--- src/rtl/ab_search_pkg.sv ---
`timescale 1ns/1ps
package ab_search_pkg;

  typedef enum logic [2:0] {
    ST_IDLE,
    ST_DESC,
    ST_REQ,
    ST_WAIT,
    ST_FOLD,
    ST_DONE
  } ab_state_e;

  typedef enum logic {
    ROLE_MAX = 1'b0,
    ROLE_MIN = 1'b1
  } ab_role_e;

  function automatic ab_role_e ply_role(input logic ply_lsb);
    return ply_lsb ? ROLE_MIN : ROLE_MAX;
  endfunction

endpackage

--- src/rtl/ab_fold_unit.sv ---
`timescale 1ns/1ps
module ab_fold_unit #(
  parameter int SW = 32
) (
  input  ab_search_pkg::ab_role_e role,
  input  logic signed [SW-1:0]    cur_alpha,
  input  logic signed [SW-1:0]    cur_beta,
  input  logic signed [SW-1:0]    cur_best,
  input  logic signed [SW-1:0]    child_val,
  output logic signed [SW-1:0]    nxt_alpha,
  output logic signed [SW-1:0]    nxt_beta,
  output logic signed [SW-1:0]    nxt_best,
  output logic                    improved,
  output logic                    cutoff
);
  import ab_search_pkg::*;

  always_comb begin
    nxt_alpha = cur_alpha;
    nxt_beta  = cur_beta;
    if (role == ROLE_MAX) begin
      improved = child_val > cur_best;
      if (child_val > cur_alpha) nxt_alpha = child_val;
    end else begin
      improved = child_val < cur_best;
      if (child_val < cur_beta) nxt_beta = child_val;
    end
    nxt_best = improved ? child_val : cur_best;
    cutoff   = nxt_alpha >= nxt_beta;
  end

endmodule

--- src/rtl/ab_level_stack.sv ---
`timescale 1ns/1ps
module ab_level_stack #(
  parameter int DEPTH = 4,
  parameter int IW    = 2,
  parameter int SW    = 32,
  parameter int LW    = 2
) (
  input  logic                    clk,
  input  logic                    rst_n,
  input  logic                    wr_en,
  input  logic [LW-1:0]           wr_lvl,
  input  logic signed [SW-1:0]    wr_alpha,
  input  logic signed [SW-1:0]    wr_beta,
  input  logic signed [SW-1:0]    wr_best,
  input  logic [IW-1:0]           wr_idx,
  input  logic [LW-1:0]           rd_lvl,
  output logic signed [SW-1:0]    rd_alpha,
  output logic signed [SW-1:0]    rd_beta,
  output logic signed [SW-1:0]    rd_best,
  output logic [IW-1:0]           rd_idx,
  output logic [DEPTH*IW-1:0]     path_o
);

  logic signed [SW-1:0] alpha_q [DEPTH];
  logic signed [SW-1:0] beta_q  [DEPTH];
  logic signed [SW-1:0] best_q  [DEPTH];
  logic [IW-1:0]        idx_q   [DEPTH];

  always_ff @(posedge clk or negedge rst_n) begin
    if (!rst_n) begin
      for (int i = 0; i < DEPTH; i++) begin
        alpha_q[i] <= '0;
        beta_q[i]  <= '0;
        best_q[i]  <= '0;
        idx_q[i]   <= '0;
      end
    end else if (wr_en) begin
      alpha_q[wr_lvl] <= wr_alpha;
      beta_q[wr_lvl]  <= wr_beta;
      best_q[wr_lvl]  <= wr_best;
      idx_q[wr_lvl]   <= wr_idx;
    end
  end

  assign rd_alpha = alpha_q[rd_lvl];
  assign rd_beta  = beta_q[rd_lvl];
  assign rd_best  = best_q[rd_lvl];
  assign rd_idx   = idx_q[rd_lvl];

  for (genvar g = 0; g < DEPTH; g++) begin : g_path
    assign path_o[g*IW +: IW] = idx_q[g];
  end

endmodule

--- src/rtl/ab_search_ctrl.sv ---
`timescale 1ns/1ps
module ab_search_ctrl #(
  parameter int  BRANCH = 4,
  parameter int  DEPTH  = 4,
  parameter int  SW     = 32,
  localparam int IW     = (BRANCH > 1) ? $clog2(BRANCH) : 1,
  localparam int LW     = (DEPTH > 1) ? $clog2(DEPTH) : 1
) (
  input  logic                    clk,
  input  logic                    rst_n,
  input  logic                    start,
  output logic                    busy,
  output logic                    done,
  output logic                    req_valid,
  input  logic                    req_ready,
  output logic [DEPTH*IW-1:0]     req_path,
  input  logic                    score_valid,
  output logic                    score_ready,
  input  logic signed [SW-1:0]    score_data,
  output logic [IW-1:0]           best_move,
  output logic signed [SW-1:0]    best_value
);
  import ab_search_pkg::*;

  localparam logic signed [SW-1:0] VMIN     = {1'b1, {(SW-1){1'b0}}};
  localparam logic signed [SW-1:0] VMAX     = {1'b0, {(SW-1){1'b1}}};
  localparam logic [LW-1:0]        LVL_LAST = LW'(DEPTH - 1);
  localparam logic [IW-1:0]        IDX_LAST = IW'(BRANCH - 1);

  ab_state_e            state_q;
  logic [LW-1:0]        lvl_q;
  logic signed [SW-1:0] ret_q;
  logic [IW-1:0]        move_q;
  logic signed [SW-1:0] value_q;

  logic                 wr_en;
  logic [LW-1:0]        wr_lvl;
  logic signed [SW-1:0] wr_alpha, wr_beta, wr_best;
  logic [IW-1:0]        wr_idx;
  logic signed [SW-1:0] rd_alpha, rd_beta, rd_best;
  logic [IW-1:0]        rd_idx;
  logic [DEPTH*IW-1:0]  path_w;

  logic signed [SW-1:0] f_alpha, f_beta, f_best;
  logic                 f_improved, f_cut;
  logic                 node_finished;
  logic                 launch;

  ab_level_stack #(
    .DEPTH(DEPTH), .IW(IW), .SW(SW), .LW(LW)
  ) u_stack (
    .clk      (clk),
    .rst_n    (rst_n),
    .wr_en    (wr_en),
    .wr_lvl   (wr_lvl),
    .wr_alpha (wr_alpha),
    .wr_beta  (wr_beta),
    .wr_best  (wr_best),
    .wr_idx   (wr_idx),
    .rd_lvl   (lvl_q),
    .rd_alpha (rd_alpha),
    .rd_beta  (rd_beta),
    .rd_best  (rd_best),
    .rd_idx   (rd_idx),
    .path_o   (path_w)
  );

  ab_fold_unit #(.SW(SW)) u_fold (
    .role      (ply_role(lvl_q[0])),
    .cur_alpha (rd_alpha),
    .cur_beta  (rd_beta),
    .cur_best  (rd_best),
    .child_val (ret_q),
    .nxt_alpha (f_alpha),
    .nxt_beta  (f_beta),
    .nxt_best  (f_best),
    .improved  (f_improved),
    .cutoff    (f_cut)
  );

  assign node_finished = f_cut || (rd_idx == IDX_LAST);
  assign launch = start && (state_q == ST_IDLE || state_q == ST_DONE);

  // Stack write port: root init on launch, child init on descent, fold on return.
  always_comb begin
    wr_en    = 1'b0;
    wr_lvl   = lvl_q;
    wr_alpha = rd_alpha;
    wr_beta  = rd_beta;
    wr_best  = rd_best;
    wr_idx   = rd_idx;
    if (launch) begin
      wr_en    = 1'b1;
      wr_lvl   = '0;
      wr_alpha = VMIN;
      wr_beta  = VMAX;
      wr_best  = VMIN;
      wr_idx   = '0;
    end else if (state_q == ST_DESC && lvl_q != LVL_LAST) begin
      wr_en    = 1'b1;
      wr_lvl   = lvl_q + LW'(1);
      wr_best  = (ply_role(~lvl_q[0]) == ROLE_MAX) ? VMIN : VMAX;
      wr_idx   = '0;
    end else if (state_q == ST_FOLD) begin
      wr_en    = 1'b1;
      wr_alpha = f_alpha;
      wr_beta  = f_beta;
      wr_best  = f_best;
      wr_idx   = node_finished ? rd_idx : rd_idx + IW'(1);
    end
  end

  always_ff @(posedge clk or negedge rst_n) begin
    if (!rst_n) begin
      state_q <= ST_IDLE;
      lvl_q   <= '0;
      ret_q   <= '0;
      move_q  <= '0;
      value_q <= '0;
    end else begin
      unique case (state_q)
        ST_IDLE, ST_DONE: begin
          if (launch) begin
            state_q <= ST_DESC;
            lvl_q   <= '0;
            move_q  <= '0;
          end
        end
        ST_DESC: begin
          if (lvl_q == LVL_LAST) state_q <= ST_REQ;
          else                   lvl_q   <= lvl_q + LW'(1);
        end
        ST_REQ: begin
          if (req_ready) state_q <= ST_WAIT;
        end
        ST_WAIT: begin
          if (score_valid) begin
            ret_q   <= score_data;
            state_q <= ST_FOLD;
          end
        end
        ST_FOLD: begin
          if (lvl_q == '0 && f_improved) move_q <= rd_idx;
          if (node_finished) begin
            if (lvl_q == '0) begin
              value_q <= f_best;
              state_q <= ST_DONE;
            end else begin
              ret_q <= f_best;
              lvl_q <= lvl_q - LW'(1);
            end
          end else begin
            state_q <= ST_DESC;
          end
        end
        default: state_q <= ST_IDLE;
      endcase
    end
  end

  assign busy        = (state_q != ST_IDLE) && (state_q != ST_DONE);
  assign done        = (state_q == ST_DONE);
  assign req_valid   = (state_q == ST_REQ);
  assign score_ready = (state_q == ST_WAIT);
  assign req_path    = path_w;
  assign best_move   = move_q;
  assign best_value  = value_q;

endmodule

--- config.mk ---
export PLATFORM = sky130hd
export DESIGN_NAME = ab_search_ctrl
export DESIGN_NICKNAME = d
export VERILOG_FILES = /design/src/rtl/ab_search_pkg.sv /design/src/rtl/ab_fold_unit.sv /design/src/rtl/ab_level_stack.sv /design/src/rtl/ab_search_ctrl.sv
export SDC_FILE = /design/constraint.sdc
export NUM_CORES = 1
export LEC_CHECK = 0
export ABC_AREA = 1
export BUFFER_PORTS_ARGS = -buffer_cell sky130_fd_sc_hd__buf_4
export CAP_MARGIN = 10
export CORE_MARGIN = 2
export CORE_UTILIZATION = 47
export CTS_CLUSTER_SIZE = 12
export DETAILED_ROUTE_END_ITERATION = 8
export HOLD_SLACK_MARGIN = 0.03
export PLACE_DENSITY = 0.73
export SYNTH_ARGS = -nofsm -noshare
export SYNTH_HDL_FRONTEND = slang
export SYNTH_SLANG_ARGS = --single-unit
--- constraint.sdc ---
create_clock -name clk -period 5.9 [get_ports clk]
set_input_delay 1.475 -clock clk [delete_from_list [all_inputs] [get_ports clk]]
set_output_delay 1.475 -clock clk [all_outputs]
set_load 0.03 [all_outputs]
# [Yosys cells after proc, flatten, opt, wreduce, memory -nomap -nowiden]
# Index checks and enable logic that the tools add are counted.
[classes] multipliers=0 n_eq_ne=18 reduce_logical=19 n_shift=0 addsub=3 n_div=0 n_bitwise=2 muxes=64 n_lt_le_gt_ge=8
[ops] cell="$mux W32" n=25
[ops] cell="$bwmux W128" n=3
[ops] cell="$bmux W32 S2" n=3
[ops] cell="$demux W32 S2" n=1
[ops] cell="$gt A32 B32 Y1" n=2
[ops] cell="$lt A32 B32 Y1" n=2
[ops] cell="$pmux W32 S2" n=1
[ops] cell="$ge A32 B32 Y1" n=1
[ops] cell="$mux W2" n=14
[ops] cell="$mux W3" n=6
[ops] cell="$pmux W3 S5" n=1
[ops] cell="$ne A2 B2 Y1 const B" n=6
[ops] cell="$reduce_and A5 Y1" n=2
[ops] cell="$bwmux W8" n=1
[ops] cell="$eq A3 B2 Y1 const B" n=2
[ops] cell="$eq A3 B3 Y1 const B" n=2
[ops] cell="$ge A3 B3 Y1 const B" n=2
[ops] cell="$ne A2 B1 Y1 const B" n=3
[ops] cell="$not A2 Y3" n=2
[ops] cell="$pmux W2 S3" n=1
[ops] cell="$reduce_and A3 Y1" n=2
[ops] cell="$reduce_bool A3 Y1" n=2
[ops] cell="$logic_and A1 B1 Y1" n=5
[ops] cell="$mux W1" n=5
[ops] cell="16 further kinds" n=20
[totals] rom_bits=0 word_cells=135 latch_bits=0 input_bits=37 memories=0 ff_bits=463 ramBits=0

# [Logic depth before layout (Yosys ltp)]
# Gate-level depths: netlist of run 1.
[depth] word_depth=14 depth_mapped=40 ltp_nobuf=34

# [Modules after synthesis]
# From an unflattened synthesis of run 1, not the netlist that was laid out.
[hier_totals] hier_cells=4672 hier_area_um2=30769.5
[modules_own_cells] mod="ab_level_stack" n_inst=1 area_each_um2=20255.7 seq_area_each_um2=9809.4 cells_each=2855
[modules_own_cells] mod="ab_fold_unit" n_inst=1 area_each_um2=5450.2 seq_area_each_um2=0.0 cells_each=976
[modules_own_cells] mod="ab_search_ctrl" n_inst=1 area_each_um2=5063.6 seq_area_each_um2=1776.7 cells_each=841

# [Least setup slack after synthesis of run 1]
# OpenSTA, ideal clock, no wires.
[synth_path] kind="reg2reg" startpoint="register lvl_q[0]" endpoint="register value_q[10] (netlist: best_value[10])" required_time_ns=5.770 setup_time_ns=0.130 arrival_ns=5.016 stages_incl_launch_ff=30 slack_ns=0.754 synth_period_minus_slack_ns=5.146 n_path_buf=6 path_cell_list="dfrtp_1 buf_2 inv_2 buf_2 clkbuf_1 buf_2 nand2_1 a32oi_1 inv_1 ha_1 nand4_1 nor3_1 nor4b_1 nand2_1 nand3_1 clkbuf_1 nand4_1 and2_1 ha_1 nand2_1 nor2_1 nand4_1 nor4_1 a41oi_1 a21boi_0 nand2_1 nand2_1 clkbuf_1 nand2_1 o21ai_0"
[synth_between] elab_chain_cells=10
[synth_lines] item="from (decl)" line="ab_search_ctrl.sv:31" text="logic [LW-1:0] lvl_q;"
[synth_lines] item="from (signal assigned)" line="ab_search_ctrl.sv:131" text="else lvl_q <= lvl_q + LW'(1);"
[synth_lines] item="from (signal assigned)" line="ab_search_ctrl.sv:150" text="lvl_q <= lvl_q - LW'(1);"
[synth_lines] item="$not A2 Y3 (implied by the code)"
[synth_lines] item="$bmux W32 S2 (on tied branches)" line="ab_level_stack.sv:45, ab_level_stack.sv:46"
[synth_lines] item="$mux W32 (on tied branches) (2 in series)" line="ab_level_stack.sv:45, ab_level_stack.sv:46"
[synth_lines] item="$gt A32 B32 Y1 or $lt A32 B32 Y1 (tied branches)" line="ab_fold_unit.sv:23, ab_fold_unit.sv:26"
[synth_lines] item="$mux W32 (on tied branches)" line="ab_fold_unit.sv:23, ab_fold_unit.sv:26"
[synth_lines] item="$mux W32" line="ab_fold_unit.sv:21" text="if (role == ROLE_MAX) begin"
[synth_lines] item="$ge A32 B32 Y1" line="ab_fold_unit.sv:29" text="cutoff = nxt_alpha >= nxt_beta;"
[synth_lines] item="$logic_or A1 B1 Y1" line="ab_search_ctrl.sv:81" text="assign node_finished = f_cut || (rd_idx == IDX_LAST);"
[synth_lines] item="$reduce_and A3 Y1 (no line)"
[synth_lines] item="to (signal assigned)" line="ab_search_ctrl.sv:146" text="value_q <= f_best;"
[synth_lines] item="to (decl)" line="ab_search_ctrl.sv:34" text="logic signed [SW-1:0] value_q;"
# Parallel ways exist; a longest one is shown, timed or not. The select of a mux whose other input is x is not followed.
# A chain may end at the register's enable or synchronous reset.

# [Worst setup path in the final report of run 1]
[layout_path] startpoint="register lvl_q[1]" endpoint="register ret_q[6]"
[layout_between] elab_chain_cells=11
[layout_lines] item="$not A2 Y3 (implied by the code)"
[layout_lines] item="$bmux W32 S2 (on tied branches)" line="ab_level_stack.sv:45, ab_level_stack.sv:46"
[layout_lines] item="$mux W32 (on tied branches) (2 in series)" line="ab_level_stack.sv:45, ab_level_stack.sv:46"
[layout_lines] item="$gt A32 B32 Y1 or $lt A32 B32 Y1 (tied branches)" line="ab_fold_unit.sv:23, ab_fold_unit.sv:26"
[layout_lines] item="$mux W32 (on tied branches)" line="ab_fold_unit.sv:23, ab_fold_unit.sv:26"
[layout_lines] item="$mux W32" line="ab_fold_unit.sv:21"
[layout_lines] item="$ge A32 B32 Y1" line="ab_fold_unit.sv:29"
[layout_lines] item="$logic_or A1 B1 Y1" line="ab_search_ctrl.sv:81"
[layout_lines] item="$ne A2 B2 Y1 (no line)"
[layout_lines] item="$reduce_and A4 Y1 (no line)"
[layout_lines] item="to (signal assigned)" line="ab_search_ctrl.sv:138" text="ret_q <= score_data;"
[layout_lines] item="to (signal assigned)" line="ab_search_ctrl.sv:149" text="ret_q <= f_best;"
[layout_lines] item="to (decl)" line="ab_search_ctrl.sv:32" text="logic signed [SW-1:0] ret_q;"
# Parallel ways exist; a longest one is shown, timed or not. The select of a mux whose other input is x is not followed.

==> results of run 1 <==
==> per-layer routing <==
metal / track usage [%] / vias to the layer above / share of wire [%]
li1: - / 11950 / -
met4: 7.849 / 0 / 2.4
met2: 41.15 / 988 / 45
met3: 3.892 / 139 / 8.1
met1: 37.40 / 11870 / 45
met5: 0 / - / 0
==> worst register-to-register path: cells and delay by family, from the launching register on <==
kind            cells  cell delay [ns]
simple gates       16             2.24
buf+inv             7             1.47
compound gates      5             0.70
fa+ha+maj           2             0.63
flops               1             0.39
==> cells by family after synthesis <==
group	after synthesis	synth area share, %
buffers and inverters	504	7.538
DFF	463	43.11
AOI/OAI and AO/OA	716	15.96
adders and majority gates	130	6.053
and+or+nand+nor	1807	27.34
==> path summary, 6_finish.rpt <==
kind / end / slack [ns] / cells after the start
worst max-delay path: ret_q[6]$_DFFE_PN0P_ / 0.36 / 30
worst min-delay path: u_stack.best_q[102]$_DFFE_PN0P_ / 0.48 / 2
worst max register to register: ret_q[6]$_DFFE_PN0P_ / 0.36 / 30
worst min register to register: u_stack.best_q[102]$_DFFE_PN0P_ / 0.48 / 2
max in group asynchronous: u_stack.beta_q[102]$_DFFE_PN0P_ / 4.00 / 2
min in group asynchronous: u_stack.alpha_q[56]$_DFFE_PN0P_ / 0.81 / 1
==> Yosys cell counts (4+ instances only) <==
cell type	number	area, µm²
nor2_2	6	37.54
nand2_1	1348	5060
o211ai_2	19	237.7
clkbuf_1	137	514.2
a21oi_1	219	1096
nor3_1	4	20.02
buf_6	5	56.30
buf_2	68	340.3
a32o_1	62	620.6
buf_1	21	78.83
nand3_1	224	1121
nor2_1	129	484.2
o21ai_0	248	1241
o21ai_1	88	440.4
a32oi_1	34	297.8
inv_2	19	71.32
dfrtp_1	463	11590
ha_1	130	1627
nor4_1	5	31.28
a211oi_1	4	30.03
o211ai_1	16	120.1
inv_1	251	942.2
nand4_1	78	488.0
o21a_1	8	60.06
==> flip-flops by register name (all words and copies together) (netlist names) <==
register         cells
u_stack.alpha_q    128
u_stack.best_q     128
u_stack.beta_q     128
best_value          32
ret_q               32
u_stack.path_o       8
state_q              3
best_move            2
lvl_q                2
==> through the flow <==
stage	instance area [µm²]	std cells	hold slack (ns)
after CTS	29810	4383	0.4808
after global placement	28150	4288	0.4620
after floorplan	26870	3620	0.4492
after global routing	30030	4389	0.4949
after detailed placement	28150	4288	0.4648
final	30030	4389	0.4767
==> cell type report <==
cell class	count	area [µm²]	share of cell area (%)
Clock buffer	78	1519	5.059
Clock inverter	17	132.6	0.4417
Inverter	270	1052	3.504
Multi-Input combinational cell	2653	13330	44.39
Sequential cell	463	11590	38.60
Tap cell	756	945.9	3.150
Timing Repair Buffer	152	1460	4.863
==> repair_timing <==
item                       in CTS  in global routing
buffers inserted                0                  3
setup endpoints to repair       1                 77
gates resized for setup         1                 25
gates cloned                    0                  3
==> impl_metrics.csv, run 1 <==
group,metric,value,unit
outcome,outcome,"finished clean",
die,die-height,243.1,µm
clock_network,h-tree-depth,2,
yosys,yosysSeqAreaShare,43.11,%
worst_setup_path,slowest_stage,"dfrtp_1",
global_route,grt_first_pass_wirelength,125.8,mm
die,fp.dieW,243.1,µm
die,fp-row-count,87,
route,drt_iter0_drc,2437,
timing,relSlewSlack,26.38,%
timing,fmax,180.5,MHz
placement,place_congestion,0.8887,
cells_and_area,fillers,5247,
yosys,synth_fp_nets,3787,
yosys,yosys_most_used_dff,"dfrtp_1",
clock_network,cts_made_buffers,51,
die,core_area,56500,µm²
die,ios,83,
clock_network,clockRootBuffer,"clkbuf_16",
yosys,syn_area_per_cell,7.424,µm²
route,ant_nets,0,
clock_network,tritoncts,"built",
min_path,min_path_type,"flip-flop to flip-flop",
worst_setup_path,cp.required,6.40,ns
cells_and_area,syn2layout_area_growth,11.74,%
timing,setup_viol,0,
worst_setup_path,crit_start,"lvl_q[1]$_DFFE_PN0P_",
timing,worstMarginPinSlew,1.104,ns
worst_setup_path,critPathArrivalTime,6.04,ns
timing,grt_setup_unrepaired,"no",
yosys,ys_warn_count,0,
worst_setup_path,path_buf_inv,7,
route,avgRoutedWirePerCell,17.80,µm
yosys,synth_edf_count,0,
placement,port_buffers,82,
clock_network,clock_latency,0.62,ns
timing,finalCritPeriodShare,93.91,%
placement,place_ws,-0.004536,ns
worst_setup_path,end_kind,"flip-flop",
worst_setup_path,critPathTopFamily,"simple AND/OR/NAND/NOR gates",
global_route,grt_overflow,0,
clock_network,clockBufferDepth,3,
job,drv_cap,0,
cells_and_area,n_antenna_cell,0,
worst_setup_path,critPathMaxStageDelay,0.39,ns
worst_setup_path,crit_type,"flip-flop to flip-flop",
worst_setup_path,path_max_fanout,33,
global_route,grt_pass1_vias,23350,
route,drc,0,
placement,dp_hpwl,48.41,mm
cells_and_area,final_common_cell,"nand2_1",
clock_network,path_clk_slew,0.06,ns
worst_setup_path,cp_common_cell,"nand2_1",
timing,worst_clock_skew,0.03043,ns
timing,fin_crit,5.541,ns
yosys,synth_cell_type_count,43,
yosys,synth_area,26870,µm²
cells_and_area,nets,3758,
cells_and_area,fin_util,53.15,%
yosys,ys_ff_latch,463,
die,dieArea,59100,µm²
worst_setup_path,cp-start-kind,"flip-flop",
global_route,grt_max_degree,133,
route,vias,24940,
timing,slew_viol_final,0,
min_path,min_from,"u_stack.best_q[102]$_DFFE_PN0P_",
yosys,syn_inst,3620,
route,wl,78.11,mm
cells_and_area,final_cell_mix,"nand2_1 (1,346), dfrtp_1 (462), inv_1 (251), o21ai_0 (248), nand3_1 (224)",
timing,hold_violations,0,
die,initial_core_util,47.57,%
route,drtPass1Iterations,6,
yosys,synthArstFlopShare,100.0,%
timing,setup_ws,0.3593,ns
cells_and_area,drive_above_1_share,8.148,%
route,via_per_inst,5.683,
global_route,grtUsageTotal,26.18,%
timing,finalSetupTns,0,ns
worst_setup_path,r2r-start,"lvl_q[1]$_DFFE_PN0P_",
clock_network,cts.sinks,463,
clock_network,cts_hold_buf,0,
global_route,antenna_found_initial,0,
Power of run 1 is left out: the tool's default activity adds up to more than one toggle a clock period on the data nets, which glitch-free logic cannot reach.
==> inputs of run 2 (changes only) <==
- ABC_AREA: 1 -> 0
- CORE_MARGIN: 2 -> not set
==> run 2 against run 1 <==
The flow now finishes with violations (negative setup slack). Maximum frequency is 10% lower. Count of clock-buffer cells in the layout is 1 higher. Worst setup slack worse by 0.62 ns. Routed wire length is 5.8% higher. Critical path depth stayed put. Critical path type unchanged.
==> impl_metrics.csv, run 2 <==
group,metric,value,unit
outcome,outcome,"finished with violations",
outcome,violations,"negative setup slack",
worst_setup_path,critPathArrivalTime,6.65,ns
worst_setup_path,r2r_cells,30,
cells_and_area,fillers,4295,
route,avgRoutedWirePerCell,23.44,µm
worst_setup_path,path_buf_inv,12,
clock_network,clockBufferDepth,3,
cells_and_area,nets,2967,
route,ant_nets,0,
timing,fin_crit,6.161,ns
worst_setup_path,end_kind,"flip-flop",
worst_setup_path,cp.required,6.39,ns
placement,port_buffers,82,
min_path,holdPathEnd,"u_stack.beta_q[65]$_DFFE_PN0P_",
cells_and_area,syn2layout_area_growth,21.28,%
min_path,min_from,"u_stack.beta_q[65]$_DFFE_PN0P_",
die,ios,83,
timing,finalCritPeriodShare,104.4,%
clock_network,cts.sinks,463,
timing,worst_clock_skew,0.01710,ns
cells_and_area,regArea,11590,µm²
cells_and_area,drive_above_1_share,22.99,%
yosys,syn_inst,2594,
yosys,synth_commonest_cells,"dfrtp_1 (463), nand2_1 (408), o21ai_0 (253)",
cells_and_area,biggestRegsByFlops,"u_stack.alpha_q x128, u_stack.best_q x128, u_stack.beta_q x128",
clock_network,h-tree-depth,2,
die,fp.dieW,234.8,µm
route,wl,82.61,mm
timing,relSlewSlack,16.95,%
yosys,synth_fp_nets,2761,
worst_setup_path,cp_common_cell,"buf_6",
worst_setup_path,r2r_setup_slack,-0.26,ns
yosys,synth.area.top_cells,"dfrtp_1 (45%), mux4_2 (8.7%), ha_1 (6.4%)",
yosys,synth_top_area_cell,"dfrtp_1",
route,drtPass1Iterations,8,
die,die-height,234.8,µm
yosys,ys_ff_latch,463,
yosys,synthArstFlopShare,100.0,%
timing,grt_setup_unrepaired,"yes",
clock_network,clock_latency,0.61,ns
die,initial_core_util,48.01,%
global_route,grt_first_pass_wirelength,128.8,mm
yosys,syn_area_per_cell,9.823,µm²
route,drc,0,
die,fp-row-count,84,
clock_network,cts_made_buffers,50,
timing,hold_violations,0,
clock_network,clockRootBuffer,"clkbuf_16",
cells_and_area,fin_util,58.22,%
route,drt_iter0_drc,2688,
global_route,grt_overflow,0,
global_route,grt_max_degree,138,
clock_network,path_clk_slew,0.06,ns
yosys,yosys_most_used_dff,"dfrtp_1",
cells_and_area,final_common_cell,"dfrtp_1",
worst_setup_path,r2r-start,"lvl_q[0]$_DFFE_PN0P_",
yosys,synth_area,25480,µm²
worst_setup_path,slowest_stage,"mux4_2",
yosys,synthDominantCellAreaShare,45.47,%
global_route,grtUsageTotal,29.74,%
clock_network,tritoncts,"built",
worst_setup_path,critPathMaxStageDelay,0.52,ns
route,via_per_inst,6.283,
timing,fmax,162.3,MHz
placement,place_congestion,0.9189,
cells_and_area,multi_input_area,13280,µm²
yosys,synth_edf_count,0,
worst_setup_path,path_max_fanout,16,
worst_setup_path,crit_type,"flip-flop to flip-flop",
cells_and_area,n_antenna_cell,0,
route,vias,22140,
die,core_area,53080,µm²
job,drv_cap,0,
global_route,grt_pass1_vias,22450,
placement,dp_hpwl,52.27,mm
yosys,ys_warn_count,0,
timing,finalSetupTns,-14.59,ns
yosys,synth_cell_type_count,59,
min_path,hold_depth,2,
yosys,synth.most_common_cell,"dfrtp_1",
timing,setup_ws,-0.2607,ns
min_path,min_path_type,"flip-flop to flip-flop",
worst_setup_path,cp-start-kind,"flip-flop",
timing,setup_viol,70,
worst_setup_path,r2r-end,"best_value[27]$_DFFE_PN0P_",
yosys,yosysSeqAreaShare,45.47,%
timing,worstMarginPinSlew,1.236,ns
cells_and_area,instances_no_fill,3524,
cells_and_area,final_cell_mix,"dfrtp_1 (461), nand2_1 (407), buf_4 (289), o21ai_0 (242), nor2_1 (191)",
placement,dp.cells,3393,
worst_setup_path,critPathTopFamily,"buffers and inverters",
global_route,antenna_found_initial,0,
timing,slew_viol_final,0,
die,dieArea,55150,µm²
-- run 2: cell count changes in the layout (fill, tap and decap cells not counted), moves of 63 or more --
cell | before | now
a21oi_1 | 219 | 124
buf_4 | 125 | 289
inv_1 | 251 | 126
mux2i_1 | 0 | 117
mux4_2 | 0 | 98
nand2_1 | 1346 | 407
nand3_1 | 224 | 47
nor2_1 | 128 | 191
-- run 2: routing by layer --
layer	track usage [%]	wire (µm)
met1	39.92	33310
met2	47.04	37890
met3	5.980	8129
met4	12.62	3285
met5	0	0
-- run 2: cell type report --
type	count	share of cell area [%]
multi-input cells	1811	42.98
flip-flops and latches	463	37.52
repair buffers	339	9.855
clock buffers	79	4.822
well taps	688	2.786
inverters	135	1.640
clock inverters	9	0.4008
-- run 2: what timing repair did --
| action | CTS | global route |
|---|---|---|
| pin swaps | 23 | 10 |
| setup buffers | 34 | 4 |
| cloned | 8 | 0 |
| hold buffers | 0 | 0 |
| hold endpoints to repair | 0 | 0 |
| endpoints found under the setup margin | 77 | 77 |
| resized for setup | 93 | 59 |
-- run 2: cell families after synthesis --
family                   after synthesis  share of synthesized area [%]
AND/OR/NAND/NOR                      728                          11.81
AO/OA/AOI/OAI                        691                          16.11
flip-flops                           463                          45.47
buffers and inverters                320                          4.960
XOR/XNOR                               1                        0.03438
adder cells (fa/ha/maj)              130                          6.384
multiplexers                         261                          15.23
-- run 2: worst max-delay path by stage --
stage / to / cells after the start / slack (ns) / start
6_report: best_value[27]$_DFFE_PN0P_ / 30 / -0.26 / lvl_q[0]$_DFFE_PN0P_
5_1_grt: best_value[4]$_DFFE_PN0P_ / 31 / -0.42 / lvl_q[0]$_DFFE_PN0P_
4_1_cts: best_value[14]$_DFFE_PN0P_ / 28 / -0.003 / lvl_q[0]$_DFFE_PN0P_
3_5_place_dp: best_value[17]$_DFFE_PN0P_ / 27 / -0.59 / lvl_q[0]$_DFFE_PN0P_
3_3_place_gp: best_value[28]$_DFFE_PN0P_ / 27 / -0.40 / lvl_q[0]$_DFFE_PN0P_
2_1_floorplan: ret_q[10]$_DFFE_PN0P_ / 26 / 0.01 / lvl_q[0]$_DFFE_PN0P_
-- run 2: metrics by stage --
stage	hold WS (ns)	worst slack [ns]	area (µm²)
2_1_floorplan	0.4446	0.01039	25610
3_3_place_gp	0.4570	-0.3973	28120
3_5_place_dp	0.4657	-0.5875	28120
4_1_cts	0.4788	-0.003098	30720
5_1_grt	0.4999	-0.4204	30900
6_report	0.4776	-0.2607	30900
-- run 2: worst reg2reg max path: cells and delay by family, from the launching register on --
family                   cells  cell delay (ns)
AND/OR/NAND/NOR              5             0.91
AO/OA/AOI/OAI                9             1.60
buffers and inverters       12             1.69
adder cells (fa/ha/maj)      2             0.48
multiplexers                 2             0.83
flip-flops                   1             0.50
Power of run 2 is left out for the same reason.
